===== src/rtl/sdr_rd_pkg.sv =====
package sdr_rd_pkg;
  localparam int BLC_W  = 2;   // burst length code width
  localparam int BEAT_W = 3;   // beat index width, enough for 8 beats
  localparam int MIN_CL = 2;
  localparam int MAX_CL = 3;

  // index of the final beat for a burst length code (length - 1)
  function automatic logic [BEAT_W-1:0] last_beat(input logic [BLC_W-1:0] code);
    return BEAT_W'((1 << code) - 1);
  endfunction
endpackage


===== src/rtl/sdr_cmd_delay.sv =====
module sdr_cmd_delay #(
  parameter int DEPTH = 2,
  parameter int PW    = 2,
  parameter int SEL_W = $clog2(DEPTH + 1)
) (
  input  logic             clk,
  input  logic             rst,
  input  logic             in_vld,
  input  logic [PW-1:0]    in_pay,
  input  logic [SEL_W-1:0] tap_sel,
  output logic             tap_vld,
  output logic [PW-1:0]    tap_pay
);
  // stage k holds the command sampled k edges ago
  logic [DEPTH:1] sv;
  logic [PW-1:0]  sp [DEPTH:1];

  always_ff @(posedge clk) begin
    if (rst) begin
      sv <= '0;
    end else begin
      sv[1] <= in_vld;
      for (int k = 2; k <= DEPTH; k++) sv[k] <= sv[k-1];
    end
    sp[1] <= in_pay;
    for (int k = 2; k <= DEPTH; k++) sp[k] <= sp[k-1];
  end

  always_comb begin
    tap_vld = 1'b0;
    tap_pay = '0;
    for (int k = 1; k <= DEPTH; k++) begin
      if (tap_sel == SEL_W'(k)) begin
        tap_vld = sv[k];
        tap_pay = sp[k];
      end
    end
  end
endmodule


===== src/rtl/sdr_beat_engine.sv =====
module sdr_beat_engine import sdr_rd_pkg::*; (
  input  logic              clk,
  input  logic              rst,
  input  logic              start,
  input  logic [BLC_W-1:0]  start_blc,
  input  logic              cut,
  output logic              dq_valid,
  output logic [BEAT_W-1:0] beat_idx
);
  logic [BEAT_W-1:0] last_q;

  always_ff @(posedge clk) begin
    if (rst) begin
      dq_valid <= 1'b0;
      beat_idx <= '0;
      last_q   <= '0;
    end else if (start) begin
      // a new burst takes over even if an older one is running
      dq_valid <= 1'b1;
      beat_idx <= '0;
      last_q   <= last_beat(start_blc);
    end else if (cut || (dq_valid && beat_idx == last_q)) begin
      dq_valid <= 1'b0;
      beat_idx <= '0;
    end else if (dq_valid) begin
      beat_idx <= beat_idx + 1'b1;
    end
  end


  idle_idx_zero_chk: assert property (@(posedge clk) disable iff (rst)
    !dq_valid |-> beat_idx == '0);


  beat_step_chk: assert property (@(posedge clk) disable iff (rst)
    (dq_valid && beat_idx != '0) |-> ($past(dq_valid) && beat_idx == $past(beat_idx) + 1'b1));


  beat_bound_chk: assert property (@(posedge clk) disable iff (rst)
    dq_valid |-> beat_idx <= last_q);
endmodule


===== src/rtl/sdr_prewin_timer.sv =====
module sdr_prewin_timer import sdr_rd_pkg::*; (
  input  logic             clk,
  input  logic             rst,
  input  logic             rd_take,
  input  logic [BLC_W-1:0] rd_blc,
  input  logic             pre_take,
  output logic             pre_ok
);
  logic              armed;
  logic [BEAT_W-1:0] cnt;

  always_ff @(posedge clk) begin
    if (rst) begin
      pre_ok <= 1'b0;
      armed  <= 1'b0;
      cnt    <= '0;
    end else begin
      pre_ok <= 1'b0;
      if (rd_take) begin
        // window opens burst-length cycles after the read
        if (rd_blc == '0) begin
          pre_ok <= 1'b1;
          armed  <= 1'b0;
        end else begin
          armed <= 1'b1;
          cnt   <= last_beat(rd_blc);
        end
      end else if (pre_take) begin
        armed <= 1'b0;
      end else if (armed) begin
        if (cnt == BEAT_W'(1)) begin
          pre_ok <= 1'b1;
          armed  <= 1'b0;
        end else begin
          cnt <= cnt - 1'b1;
        end
      end
    end
  end


  ok_pulse_chk: assert property (@(posedge clk) disable iff (rst)
    (pre_ok && !rd_take) |=> !pre_ok);


  ok_cancel_chk: assert property (@(posedge clk) disable iff (rst)
    pre_take |=> !pre_ok);
endmodule


===== src/rtl/sdr_rd_burst_ctrl.sv =====
module sdr_rd_burst_ctrl import sdr_rd_pkg::*; (
  input  logic              clk,
  input  logic              rst,
  input  logic              rd_cmd,
  input  logic              pre_cmd,
  input  logic              pall_cmd,
  input  logic              cas_sel,
  input  logic [BLC_W-1:0]  blen_code,
  output logic              dq_valid,
  output logic [BEAT_W-1:0] beat_idx,
  output logic              pre_ok
);
  localparam int DLY   = MAX_CL - 1;
  localparam int SEL_W = $clog2(DLY + 1);

  logic             pre_take;
  logic [SEL_W-1:0] tap;
  logic             st_vld;
  logic [BLC_W-1:0] st_blc;
  logic             cut_vld;
  logic [0:0]       cut_pay;

  // a precharge coinciding with a read is dropped
  assign pre_take = (pre_cmd | pall_cmd) & ~rd_cmd;
  // output register adds the last cycle of latency
  assign tap = SEL_W'(MIN_CL - 1) + SEL_W'(cas_sel);

  sdr_cmd_delay #(.DEPTH(DLY), .PW(BLC_W), .SEL_W(SEL_W)) u_rd_dly (
    .clk(clk), .rst(rst), .in_vld(rd_cmd), .in_pay(blen_code),
    .tap_sel(tap), .tap_vld(st_vld), .tap_pay(st_blc)
  );

  // payload bit marks a bank-closing command
  sdr_cmd_delay #(.DEPTH(DLY), .PW(1), .SEL_W(SEL_W)) u_pre_dly (
    .clk(clk), .rst(rst), .in_vld(pre_take), .in_pay(1'b1),
    .tap_sel(tap), .tap_vld(cut_vld), .tap_pay(cut_pay)
  );

  sdr_beat_engine u_beats (
    .clk(clk), .rst(rst), .start(st_vld), .start_blc(st_blc),
    .cut(cut_vld & cut_pay[0]), .dq_valid(dq_valid), .beat_idx(beat_idx)
  );

  sdr_prewin_timer u_win (
    .clk(clk), .rst(rst), .rd_take(rd_cmd), .rd_blc(blen_code),
    .pre_take(pre_take), .pre_ok(pre_ok)
  );


  lat2_chk: assert property (@(posedge clk) disable iff (rst)
    (!cas_sel && !$past(cas_sel) && !$past(cas_sel, 2) && $past(rd_cmd, 2))
      |-> (dq_valid && beat_idx == '0));


  lat3_chk: assert property (@(posedge clk) disable iff (rst)
    (cas_sel && $past(cas_sel) && $past(cas_sel, 2) && $past(cas_sel, 3) && $past(rd_cmd, 3))
      |-> (dq_valid && beat_idx == '0));


  cut2_chk: assert property (@(posedge clk) disable iff (rst)
    (!cas_sel && !$past(cas_sel) && !$past(cas_sel, 2) && $past(pre_take, 2)) |-> !dq_valid);


  cut3_chk: assert property (@(posedge clk) disable iff (rst)
    (cas_sel && $past(cas_sel) && $past(cas_sel, 2) && $past(cas_sel, 3) && $past(pre_take, 3))
      |-> !dq_valid);
endmodule


===== config.mk =====
export PLATFORM = sky130hd
export DESIGN_NAME = sdr_rd_burst_ctrl
export DESIGN_NICKNAME = d
export VERILOG_FILES = /design/src/rtl/sdr_rd_pkg.sv /design/src/rtl/sdr_cmd_delay.sv /design/src/rtl/sdr_beat_engine.sv /design/src/rtl/sdr_prewin_timer.sv /design/src/rtl/sdr_rd_burst_ctrl.sv
export SDC_FILE = /design/constraint.sdc
export NUM_CORES = 1
export LEC_CHECK = 0
export BUFFER_PORTS_ARGS = -buffer_cell sky130_fd_sc_hd__buf_4
export CAP_MARGIN = 20
export CORE_ASPECT_RATIO = 1.2
export CORE_MARGIN = 5
export CORE_UTILIZATION = 50
export CTS_CLUSTER_SIZE = 24
export DETAILED_ROUTE_END_ITERATION = 16
export GPL_ROUTABILITY_DRIVEN = 0
export PLACE_DENSITY = 0.71
export SLEW_MARGIN = 20
export SYNTH_ARGS = -nofsm -noshare
export SYNTH_HDL_FRONTEND = slang
export SYNTH_SLANG_ARGS = --single-unit

===== constraint.sdc =====
create_clock -name clk -period 1.4 [get_ports clk]
set_input_delay 0.14 -clock clk [delete_from_list [all_inputs] [get_ports clk]]
set_output_delay 0.14 -clock clk [all_outputs]
set_load 0.1 [all_outputs]

# Word-level counts from Yosys, hierarchy flattened
# Memories as Yosys holds them, arrays and structs flattened.
# Cells that the tools add are included.
op_classes:
  muxes: 25
  n_reduce_logical: 7
  shift: 2
  eq_ne: 7
  n_bitwise: 4
  n_addsub: 5
op_table:
  columns: ["operator", "count"]
  rows:
  - ["$mux W1", 18]
  - ["$mux W3", 5]
  - ["$ne A2 B2 Y1 const B", 3]
  - ["$shl A1 B2 Y3 const A", 2]
  - ["$sub A3 B2 Y3 const B", 2]
  - ["$mux W2", 2]
  - ["$reduce_and A4 Y1", 1]
  - ["$reduce_bool A2 Y1", 2]
  - ["$add A3 B1 Y3 const B", 1]
  - ["$eq A3 B1 Y1 const B", 1]
  - ["$eq A3 B3 Y1", 1]
  - ["$reduce_or A3 Y1", 1]
  - ["$sub A3 B1 Y3 const B", 1]
  - ["$add A1 B1 Y2 const A", 1]
  - ["$and A1 B1 Y1", 2]
  - ["$eq A2 B1 Y1 const B", 1]
  - ["$eq A2 B2 Y1 const B", 1]
  - ["$logic_not A2 Y1", 1]
  - ["$logic_and A1 B1 Y1", 1]
  - ["$logic_or A1 B1 Y1", 1]
  - ["$not A1 Y1", 1]
  - ["$or A1 B1 Y1", 1]
totals:
  ff_bits: 16
  out_inout_bits: 5
  inputBits: 8
  n_memories: 2
  ram_bits: 6
  wordCells: 60
memory_table:
  columns: ["name", "words", "word_bits", "rd", "rd_ports_with_merged_regs", "wr", "line", "rtl"]
  rows:
  - ["u_rd_dly.sp", 2, 2, 2, 0, 2, "sdr_cmd_delay.sv:16", "logic [PW-1:0] sp [DEPTH:1];"]
  - ["u_pre_dly.sp", 2, 1, 2, 0, 2, "sdr_cmd_delay.sv:16", null]

# Depth between registers and ports, before layout
# Gate-level depths: netlist of the first run.
logic_depth:
  ltp_word: 8
  mapped_depth: 5
  depth_no_buf: 5

# Hierarchy
# A second synthesis of the first run with hierarchy kept.
hier_totals:
  cells_unflattened: 88
  hier_area_um2: 920.9
by_module_without_submodules:
  columns: ["mod", "cells_each", "area_each_um2", "seq_area_each_um2", "n_inst"]
  rows:
  - ["sdr_beat_engine", 32, 315.3, 140.1, 1]
  - ["sdr_prewin_timer", 29, 282.8, 100.1, 1]
  - ["sdr_cmd_delay (u_rd_dly)", 13, 175.2, 120.1, 1]
  - ["sdr_cmd_delay (u_pre_dly)", 10, 123.9, 80.1, 1]
  - ["sdr_rd_burst_ctrl", 4, 23.8, 0.0, 1]

# Least setup slack after synthesis of the first run
# Ideal clock, no wire load.
synth_timing:
  path_kind: "reg-to-reg"
  startpoint: "register u_beats.beat_idx[0]"
  endpoint: "register u_beats.beat_idx[0]"
  setup_ps: 128
  path_slack_ps: -393
  stages_incl_launch_ff: 4
  period_less_slack_ps: 1793
  t_required_ps: 1272
  path_buffers: 0
  arrival_ps: 1666
  path_cell_list: "dfxtp_1 > xor2_1 > o311ai_0 > a21oi_1"
synth_via:
  elab_chain_len: 4
  word_cells_on_any_way: 5
  cone_classes: "add/sub: 1; eq/ne: 1; reduce/logical: 3"
synth_lines:
  columns: ["element", "line", "rtl"]
  rows:
  - ["start: declaration", "sdr_beat_engine.sv:8", "output logic [BEAT_W-1:0] beat_idx"]
  - ["start signal: assignment", "sdr_beat_engine.sv:26", "beat_idx <= beat_idx + 1'b1;"]
  - ["$eq A3 B3 Y1", "sdr_beat_engine.sv:22", "end else if (cut || (dq_valid && beat_idx == last_q)) begin"]
  - ["$logic_and A1 B1 Y1", "sdr_beat_engine.sv:22", null]
  - ["$logic_or A1 B1 Y1", "sdr_beat_engine.sv:22", null]
  - ["$reduce_or A3 Y1 (no line)", null, null]
# Parallel ways exist; a longest one is shown, timed or not.
# A chain may end at the register's enable or synchronous reset.

# Worst setup path after layout of the first run
layout_timing:
  startpoint: "input blen_code[0]"
  endpoint: "register u_win.cnt[1]"
layout_via:
  elab_chain_len: 4
  word_cells_on_any_way: 7
  cone_classes: "add/sub: 1; eq/ne: 1; shift: 1; mux: 2; reduce/logical: 2"
layout_lines:
  columns: ["element", "line", "rtl"]
  rows:
  - ["start: declaration", "sdr_rd_burst_ctrl.sv:8", "input logic [BLC_W-1:0] blen_code,"]
  - ["$shl A1 B2 Y3", "sdr_rd_pkg.sv:9", "return BEAT_W'((1 << code) - 1);"]
  - ["$sub A3 B2 Y3", "sdr_rd_pkg.sv:9", null]
  - ["$mux W3", "sdr_prewin_timer.sv:21", "if (rd_blc == '0) begin"]
  - ["$mux W3", "sdr_prewin_timer.sv:19", "if (rd_take) begin"]
  - ["end signal: assignment", "sdr_prewin_timer.sv:26", "cnt <= last_beat(rd_blc);"]
  - ["end signal: assignment", "sdr_prewin_timer.sv:35", "cnt <= cnt - 1'b1;"]
  - ["end: declaration", "sdr_prewin_timer.sv:10", "logic [BEAT_W-1:0] cnt;"]
# Parallel ways exist; a longest one is shown, timed or not. The select of a mux whose other input is x is not followed.

==> results of run 1 <==
## cells in the final DEF (no fill, tap or decap), types with 2 or more instances in the layout
| cell | n |
|---|---|
| sky130_fd_sc_hd__nor2_1 | 7 |
| sky130_fd_sc_hd__nor2b_1 | 4 |
| sky130_fd_sc_hd__buf_4 | 13 |
| sky130_fd_sc_hd__dfxtp_1 | 16 |
| sky130_fd_sc_hd__a21oi_1 | 7 |
| sky130_fd_sc_hd__nor4_1 | 2 |
| sky130_fd_sc_hd__ha_1 | 3 |
| sky130_fd_sc_hd__dfxtp_2 | 2 |
| sky130_fd_sc_hd__nor3_1 | 2 |
| sky130_fd_sc_hd__dlygate4sd3_1 | 2 |
| sky130_fd_sc_hd__clkbuf_4 | 3 |
| sky130_fd_sc_hd__nand2_1 | 2 |
| sky130_fd_sc_hd__mux2i_1 | 3 |
| sky130_fd_sc_hd__xor2_1 | 3 |
| sky130_fd_sc_hd__inv_1 | 3 |
| sky130_fd_sc_hd__dfxtp_4 | 2 |
| sky130_fd_sc_hd__a311oi_1 | 2 |
| sky130_fd_sc_hd__o311ai_0 | 2 |
| sky130_fd_sc_hd__nand2b_1 | 4 |
## per-layer routing
metal	part of all wire	global-route usage	vias to the layer above
li1	-	-	334
met1	0.44	0.1700	285
met2	0.51	0.2325	9
met3	0.041	0.02922	2
met4	0.0091	0.08077	0
met5	0	0	-
## final cells by class
type,count,share of cell area
clock buffer,4,0.02561
multi-input combinational,58,0.4232
sequential,20,0.4000
timing repair buffer,15,0.1146
tap,18,0.02195
inverter,4,0.01463
## power by group through the flow
stage / logic, W / clock network, W / registers (W)
6_report: 0.000166 / 0.000271 / 0.000613
2_1_floorplan: 0.0000922 / 0 / 0.000647
4_1_cts: 0.000167 / 0.000282 / 0.000613
3_5_place_dp: 0.000162 / 0 / 0.000626
3_3_place_gp: 0.000159 / 0 / 0.000625
5_1_grt: 0.000186 / 0.000309 / 0.000617
## worst min path at each step
stage / start / end / cells after the start
2_1_floorplan: blen_code[0] / u_rd_dly.sp[1][0] / 0
3_3_place_gp: blen_code[0] / u_rd_dly.sp[1][0] / 1
5_1_grt: rd_cmd / u_pre_dly.sv[1] / 2
4_1_cts: rd_cmd / u_pre_dly.sv[1] / 2
6_report: rd_cmd / u_pre_dly.sv[1] / 2
3_5_place_dp: blen_code[0] / u_rd_dly.sp[1][0] / 1
## stage by stage
stage	total power, W	setup WS [ns]
finish	0.001050	0.04140
global route	0.001112	0.005795
CTS	0.001062	0.06467
detailed placement	0.0007878	0.1016
global placement	0.0007837	0.1542
floorplan	0.0007393	0.04996
## repair_timing
| item | 4_1_cts | 5_1_grt |
|---|---|---|
| hold endpoints to repair | 2 | 0 |
| hold buffers | 2 | 0 |
| gates resized for setup | 0 | 0 |
## cells by family after synthesis
logic type | after synthesis | synth area share
buf+inv | 6 | 0.03472
compound gates | 19 | 0.1534
flops | 20 | 0.4631
simple gates | 27 | 0.1997
mux | 5 | 0.06512
xor+xnor | 4 | 0.04053
fa+ha+maj | 3 | 0.04342
## worst max-delay path, cell delays in order
cell and delay [ns]:
sky130_fd_sc_hd__dlygate4sd3_1 0.55, sky130_fd_sc_hd__buf_4 0.14, sky130_fd_sc_hd__o21a_1 0.21, sky130_fd_sc_hd__a31oi_2 0.19, sky130_fd_sc_hd__mux2_4 0.31
## state kept, by name (all words and copies together), names as in the netlist
name	count
u_beats.last_q	3
u_rd_dly.sv	2
u_win.pre_ok	1
u_beats.beat_idx	3
u_pre_dly.sv	2
u_win.cnt	3
u_beats.dq_valid	1
u_rd_dly.sp	4
u_win.armed	1
==> impl_metrics.xml, run 1 <==
<?xml version="1.0" encoding="UTF-8"?>
<metrics>
  <group name="critical_path">
    <metric name="rr_endpoint" unit="">u_win.cnt[1]</metric>
    <metric name="required" unit="ns">1.59</metric>
    <metric name="timing.setup.critical_path_class" unit="">in -&gt; reg</metric>
    <metric name="rr_startpoint" unit="">u_win.cnt[1]</metric>
    <metric name="worst-r2r-setup-slack" unit="ns">0.08</metric>
    <metric name="setup.worst_path.start" unit="">blen_code[0]</metric>
    <metric name="timing.critical_path.from_type" unit="">input port</metric>
    <metric name="crit_arrival" unit="ns">1.55</metric>
    <metric name="crit_end_element" unit="">flop</metric>
    <metric name="worst_r2r_path_depth" unit="">5</metric>
    <metric name="setup.worst_path.end" unit="">u_win.cnt[1]</metric>
    <metric name="crit_path_max_fanout" unit="">3</metric>
  </group>
  <group name="layout">
    <metric name="layout.core_utilization" unit="">0.6250</metric>
    <metric name="finish.instance_area" unit="mm2">0.001026</metric>
    <metric name="final_layout_size_suffix_gt1_frac" unit="">0.2772</metric>
    <metric name="n_antenna_cell" unit="">0</metric>
    <metric name="n_fill_cell" unit="">145</metric>
    <metric name="footprint_of_the_multi_input_gates" unit="um2">434.2</metric>
    <metric name="finalNetCount" unit="">113</metric>
    <metric name="register_cell_area_after_layout" unit="um2">410.4</metric>
    <metric name="synthToLayoutAreaGrowth" unit="%">18.67</metric>
    <metric name="layoutNonFillerInstCount" unit="">119</metric>
  </group>
  <group name="sta">
    <metric name="max_freq" unit="MHz">736.0</metric>
    <metric name="final-setup-viol-count" unit="">0</metric>
    <metric name="fin_worst_skew" unit="ns">0.008493</metric>
    <metric name="setup_total_negative_slack" unit="ns">0</metric>
    <metric name="finalHoldWorstSlack" unit="ns">0.07877</metric>
    <metric name="final.min_clock_period" unit="ns">1.359</metric>
    <metric name="unrepaired_setup_endpoints_after_global_routing" unit="">no</metric>
    <metric name="report.final.slew_viol_count" unit="">0</metric>
    <metric name="tightestPinTransition" unit="ns">0.3837</metric>
    <metric name="slew_headroom" unit="">0.7369</metric>
    <metric name="final_min_period_over_clock_period" unit="">0.9704</metric>
    <metric name="hold_violations" unit="">0</metric>
  </group>
  <group name="cts">
    <metric name="cts.clk_slew.worst_paths" unit="ns">0.11</metric>
    <metric name="htree_num_levels" unit="">1</metric>
    <metric name="clock_insertion_delay_worst_skew" unit="ns">0.29</metric>
    <metric name="cts_tree" unit="">done</metric>
    <metric name="cts.sinks" unit="">20</metric>
    <metric name="post_cts.repair.setup_buffers" unit="">0</metric>
    <metric name="cts_root_buf" unit="">sky130_fd_sc_hd__clkbuf_4</metric>
    <metric name="ctsLongestPathBuffers" unit="">2</metric>
    <metric name="cts_made_buffers" unit="">3</metric>
  </group>
  <group name="synthesis">
    <metric name="yosys_most_used_dff" unit="">sky130_fd_sc_hd__dfxtp_1</metric>
    <metric name="ys_warn_count" unit="">0</metric>
    <metric name="yosysUniqueCellTypes" unit="">34</metric>
    <metric name="synth.avg_cell_area" unit="um2">10.29</metric>
    <metric name="synth_async_sr_flop_share" unit="">0</metric>
    <metric name="ys_ff_latch" unit="">20</metric>
    <metric name="syn-instance-count" unit="">84</metric>
    <metric name="mappedNetlistArea" unit="um2">864.6</metric>
    <metric name="netlist.top_cell.by_area" unit="">sky130_fd_sc_hd__dfxtp_1</metric>
    <metric name="synth_top_area_share" unit="">0.4631</metric>
    <metric name="synth_enable_flop_cells" unit="">0</metric>
    <metric name="synth_sequential_area_ratio" unit="">0.4631</metric>
    <metric name="syn-num-nets" unit="">95</metric>
    <metric name="synth_top_cells_by_area" unit="">sky130_fd_sc_hd__dfxtp_1 46%, sky130_fd_sc_hd__ha_1 4.3%, sky130_fd_sc_hd__a21oi_1 4.1%</metric>
    <metric name="dominant_cell_by_count_in_the_synthesized_netlist" unit="">sky130_fd_sc_hd__dfxtp_1</metric>
    <metric name="synth_common_cells" unit="">20 x sky130_fd_sc_hd__dfxtp_1, 7 x sky130_fd_sc_hd__a21oi_1, 7 x sky130_fd_sc_hd__nor2_1</metric>
  </group>
  <group name="power_and_ir_drop">
    <metric name="powerDensity" unit="mW/mm2">1023</metric>
    <metric name="seq_power_share" unit="">0.584</metric>
    <metric name="power.static_leakage" unit="nW">0.4418</metric>
    <metric name="p_clk_frac" unit="">0.258</metric>
    <metric name="power.share.combinational" unit="">0.158</metric>
    <metric name="worst_ir_drop_vdd" unit="mV">0.7966</metric>
    <metric name="power.share.switching" unit="">0.2580</metric>
    <metric name="p_sw" unit="W">0.0002708</metric>
    <metric name="intPower" unit="W">0.0007787</metric>
  </group>
  <group name="routing">
    <metric name="dr_total_vias" unit="">630</metric>
    <metric name="route.antenna.remaining_nets" unit="">0</metric>
    <metric name="wire_per_inst" unit="um">12.87</metric>
    <metric name="detail_route.vias_per_cell" unit="">5.294</metric>
    <metric name="detail_route.iter0.violations" unit="">3</metric>
    <metric name="drt-pass1-iter-count" unit="">4</metric>
    <metric name="drc_viols" unit="">0</metric>
    <metric name="totalWireLength" unit="mm">1.532</metric>
  </group>
  <group name="place">
    <metric name="dpl.hpwl" unit="mm">1.122</metric>
    <metric name="placed_cell_area" unit="um2">979.7</metric>
    <metric name="placed_cells_incl_taps" unit="">113</metric>
    <metric name="portBuffers" unit="">12</metric>
  </group>
  <group name="global_route">
    <metric name="first_global_vias" unit="">689</metric>
    <metric name="grt_remaining_overflow" unit="">0</metric>
    <metric name="grt.total_usage" unit="">0.1455</metric>
    <metric name="number_of_antenna_violations_at_the_first_check_in_global_routing" unit="">0</metric>
    <metric name="grt_first_pass_wirelength" unit="mm">2.822</metric>
    <metric name="maximum_number_of_pins_on_one_net_before_global_route_repair" unit="">18</metric>
  </group>
  <group name="die">
    <metric name="core_area" unit="mm2">0.001642</metric>
    <metric name="row_count" unit="">16</metric>
    <metric name="die_w" unit="um">47.96</metric>
    <metric name="die_area" unit="mm2">0.002664</metric>
    <metric name="io_pins" unit="">13</metric>
    <metric name="floorplan.die.height" unit="um">55.55</metric>
    <metric name="floorplan.initialDensity" unit="">0.5267</metric>
  </group>
  <group name="status">
    <metric name="run_status" unit="">completed</metric>
  </group>
  <group name="worst_hold_path">
    <metric name="min_path_type" unit="">in -&gt; reg</metric>
  </group>
  <group name="flow_run">
    <metric name="max-cap-violations" unit="">0</metric>
  </group>
</metrics>
Note: power is estimated with default switching activity, not from simulation.
==> inputs of run 2 (changes only) <==
--- a/config.mk
+++ b/config.mk
@@ -7,7 +7,6 @@
 export LEC_CHECK = 0
 export BUFFER_PORTS_ARGS = -buffer_cell sky130_fd_sc_hd__buf_4
 export CAP_MARGIN = 20
-export CORE_ASPECT_RATIO = 1.2
 export CORE_MARGIN = 5
 export CORE_UTILIZATION = 50
 export CTS_CLUSTER_SIZE = 24
==> constraint.sdc (replaced) <==
create_clock -name clk -period 1.33 [get_ports clk]
set_input_delay 0.133 -clock clk [delete_from_list [all_inputs] [get_ports clk]]
set_output_delay 0.133 -clock clk [all_outputs]
set_load 0.1 [all_outputs]
==> impl_metrics.xml, run 2 (synthesis results as in run 1) <==
<?xml version="1.0" encoding="UTF-8"?>
<metrics>
  <group name="power_and_ir_drop">
    <metric name="power.static_leakage" unit="nW">0.4473</metric>
    <metric name="powerDensity" unit="mW/mm2">1080</metric>
    <metric name="seq_power_share" unit="">0.568</metric>
    <metric name="worst_ir_drop_vdd" unit="mV">0.7518</metric>
    <metric name="p_sw" unit="W">0.0003051</metric>
    <metric name="power.share.combinational" unit="">0.168</metric>
    <metric name="p_clk_frac" unit="">0.264</metric>
    <metric name="intPower" unit="W">0.0008274</metric>
    <metric name="power.share.switching" unit="">0.2694</metric>
  </group>
  <group name="die">
    <metric name="die_w" unit="um">51.59</metric>
    <metric name="die_area" unit="mm2">0.002661</metric>
    <metric name="row_count" unit="">15</metric>
    <metric name="io_pins" unit="">13</metric>
    <metric name="core_area" unit="mm2">0.001689</metric>
    <metric name="floorplan.die.height" unit="um">51.59</metric>
    <metric name="floorplan.initialDensity" unit="">0.5119</metric>
  </group>
  <group name="place">
    <metric name="portBuffers" unit="">12</metric>
    <metric name="dpl.hpwl" unit="mm">1.210</metric>
    <metric name="placed_cells_incl_taps" unit="">113</metric>
  </group>
  <group name="layout">
    <metric name="layout_common_cells" unit="">15 x sky130_fd_sc_hd__dfxtp_1, 14 x sky130_fd_sc_hd__buf_4, 7 x sky130_fd_sc_hd__nor2_1, 7 x sky130_fd_sc_hd__a21oi_1, 4 x sky130_fd_sc_hd__nor2b_1</metric>
    <metric name="final_layout_size_suffix_gt1_frac" unit="">0.3333</metric>
    <metric name="largest_register_ffs" unit="">4</metric>
    <metric name="layout.core_utilization" unit="">0.6207</metric>
    <metric name="synthToLayoutAreaGrowth" unit="%">21.27</metric>
    <metric name="finalNetCount" unit="">114</metric>
    <metric name="layout.cells.most_common" unit="">sky130_fd_sc_hd__dfxtp_1</metric>
    <metric name="register_with_the_most_flip_flops" unit="">u_rd_dly.sp</metric>
    <metric name="n_antenna_cell" unit="">0</metric>
    <metric name="layoutNonFillerInstCount" unit="">119</metric>
  </group>
  <group name="global_route">
    <metric name="grt_remaining_overflow" unit="">0</metric>
    <metric name="maximum_number_of_pins_on_one_net_before_global_route_repair" unit="">18</metric>
    <metric name="grt.total_usage" unit="">0.1456</metric>
    <metric name="first_global_vias" unit="">706</metric>
    <metric name="grt_first_pass_wirelength" unit="mm">2.891</metric>
    <metric name="number_of_antenna_violations_at_the_first_check_in_global_routing" unit="">0</metric>
  </group>
  <group name="routing">
    <metric name="dr_total_vias" unit="">658</metric>
    <metric name="totalWireLength" unit="mm">1.617</metric>
    <metric name="detail_route.vias_per_cell" unit="">5.529</metric>
    <metric name="route.antenna.remaining_nets" unit="">0</metric>
    <metric name="drc_viols" unit="">0</metric>
    <metric name="drt-pass1-iter-count" unit="">4</metric>
    <metric name="wire_per_inst" unit="um">13.59</metric>
    <metric name="detail_route.iter0.violations" unit="">5</metric>
  </group>
  <group name="critical_path">
    <metric name="crit_path_max_fanout" unit="">3</metric>
    <metric name="worst_r2r_path_depth" unit="">5</metric>
    <metric name="rr_startpoint" unit="">u_win.cnt[1]</metric>
    <metric name="timing.setup.critical_path_class" unit="">reg -&gt; reg</metric>
    <metric name="required" unit="ns">1.53</metric>
    <metric name="worst-r2r-setup-slack" unit="ns">0.08</metric>
    <metric name="crit_end_element" unit="">flop</metric>
    <metric name="rr_endpoint" unit="">u_win.cnt[1]</metric>
    <metric name="setup.worst_path.start" unit="">u_win.cnt[1]</metric>
    <metric name="timing.critical_path.from_type" unit="">flop</metric>
    <metric name="crit_arrival" unit="ns">1.45</metric>
  </group>
  <group name="sta">
    <metric name="tightestPinTransition" unit="ns">0.4036</metric>
    <metric name="final-setup-viol-count" unit="">0</metric>
    <metric name="setup_total_negative_slack" unit="ns">0</metric>
    <metric name="final_min_period_over_clock_period" unit="">0.9367</metric>
    <metric name="slew_headroom" unit="">0.7232</metric>
    <metric name="fin_worst_skew" unit="ns">0.009535</metric>
    <metric name="hold_violations" unit="">0</metric>
    <metric name="final.min_clock_period" unit="ns">1.246</metric>
    <metric name="report.final.slew_viol_count" unit="">0</metric>
    <metric name="max_freq" unit="MHz">802.7</metric>
  </group>
  <group name="flow_run">
    <metric name="max-cap-violations" unit="">0</metric>
  </group>
  <group name="status">
    <metric name="run_status" unit="">completed</metric>
  </group>
  <group name="worst_hold_path">
    <metric name="worstHoldEndpoint" unit="">u_pre_dly.sv[1]</metric>
    <metric name="min_from" unit="">rd_cmd</metric>
    <metric name="min_path_cells" unit="">2</metric>
    <metric name="min_path_type" unit="">in -&gt; reg</metric>
  </group>
  <group name="cts">
    <metric name="htree_num_levels" unit="">1</metric>
    <metric name="post_cts.repair.setup_buffers" unit="">0</metric>
    <metric name="ctsLongestPathBuffers" unit="">2</metric>
    <metric name="clock_insertion_delay_worst_skew" unit="ns">0.30</metric>
    <metric name="cts_made_buffers" unit="">3</metric>
    <metric name="cts.sinks" unit="">20</metric>
    <metric name="cts_tree" unit="">done</metric>
    <metric name="cts.clk_slew.worst_paths" unit="ns">0.12</metric>
    <metric name="cts_root_buf" unit="">sky130_fd_sc_hd__clkbuf_4</metric>
  </group>
</metrics>
## run 2: cell count changes in the layout (fill, tap and decap cells not counted), sizes merged
cell  change
buf       +1
## run 2: worst max path at each step
stage | to | slack (ns) | depth (start not counted)
finish | u_win.cnt[1] | 0.08 | 5
CTS | u_win.cnt[1] | 0.02 | 5
detailed placement | u_win.cnt[1] | 0.03 | 5
global route | u_win.cnt[2] | -0.01 | 6
global placement | u_win.cnt[1] | 0.08 | 5
floorplan | u_win.cnt[1] | 0.06 | 4
## run 2: timing repair
action | 4_1_cts | 5_1_grt
setup endpoints to repair | 0 | 2
hold endpoints to repair | 2 | 0
hold buffers | 2 | 0
resized for setup | 0 | 5
## run 2: final cells by class
| type | instances | area [um2] |
|---|---|---|
| multi-input cells | 58 | 446.7 |
| flip-flops and latches | 20 | 414.1 |
| repair buffers | 16 | 125.1 |
| well taps | 17 | 21.27 |
| clock buffers | 4 | 26.28 |
| inverters | 4 | 15.01 |
| fillers | 145 | 640.6 |
## run 2: power groups by stage
stage               registers (W)  logic [W]  clock network [W]
floorplan                0.000679  0.0000971                  0
global placement         0.000654   0.000174                  0
detailed placement       0.000655   0.000178                  0
global route             0.000648   0.000210           0.000332
finish                   0.000643   0.000190           0.000299
CTS                      0.000641   0.000183           0.000307
## run 2: metrics by stage
step	worst slack (ns)	power (W)	hold WS (ns)	instance area, um2
detailed placement	0.03115	0.0008333	0.2620	988.4
CTS	0.01502	0.001132	0.05061	1035
global placement	0.08109	0.0008280	0.2571	988.4
floorplan	0.06265	0.0007762	0.1607	877.1
global route	-0.01165	0.001189	0.05650	1049
finish	0.08415	0.001132	0.06307	1049
## run 2: layer usage
layer | wire [um] | GRT usage | up-vias
met3 | 48 | 0.02865 | 2
met5 | 0 | 0 | -
li1 | - | - | 337
met2 | 872 | 0.2627 | 8
met1 | 678 | 0.1581 | 311
met4 | 18 | 0.07860 | 0
## run 2: worst max-delay path, stage by stage, from the launching register on
cell                       delay [ns]
sky130_fd_sc_hd__dfxtp_1         0.33
sky130_fd_sc_hd__inv_2           0.07
sky130_fd_sc_hd__ha_2            0.20
sky130_fd_sc_hd__nand2b_4        0.06
sky130_fd_sc_hd__a31oi_2         0.17
sky130_fd_sc_hd__mux2_4          0.32
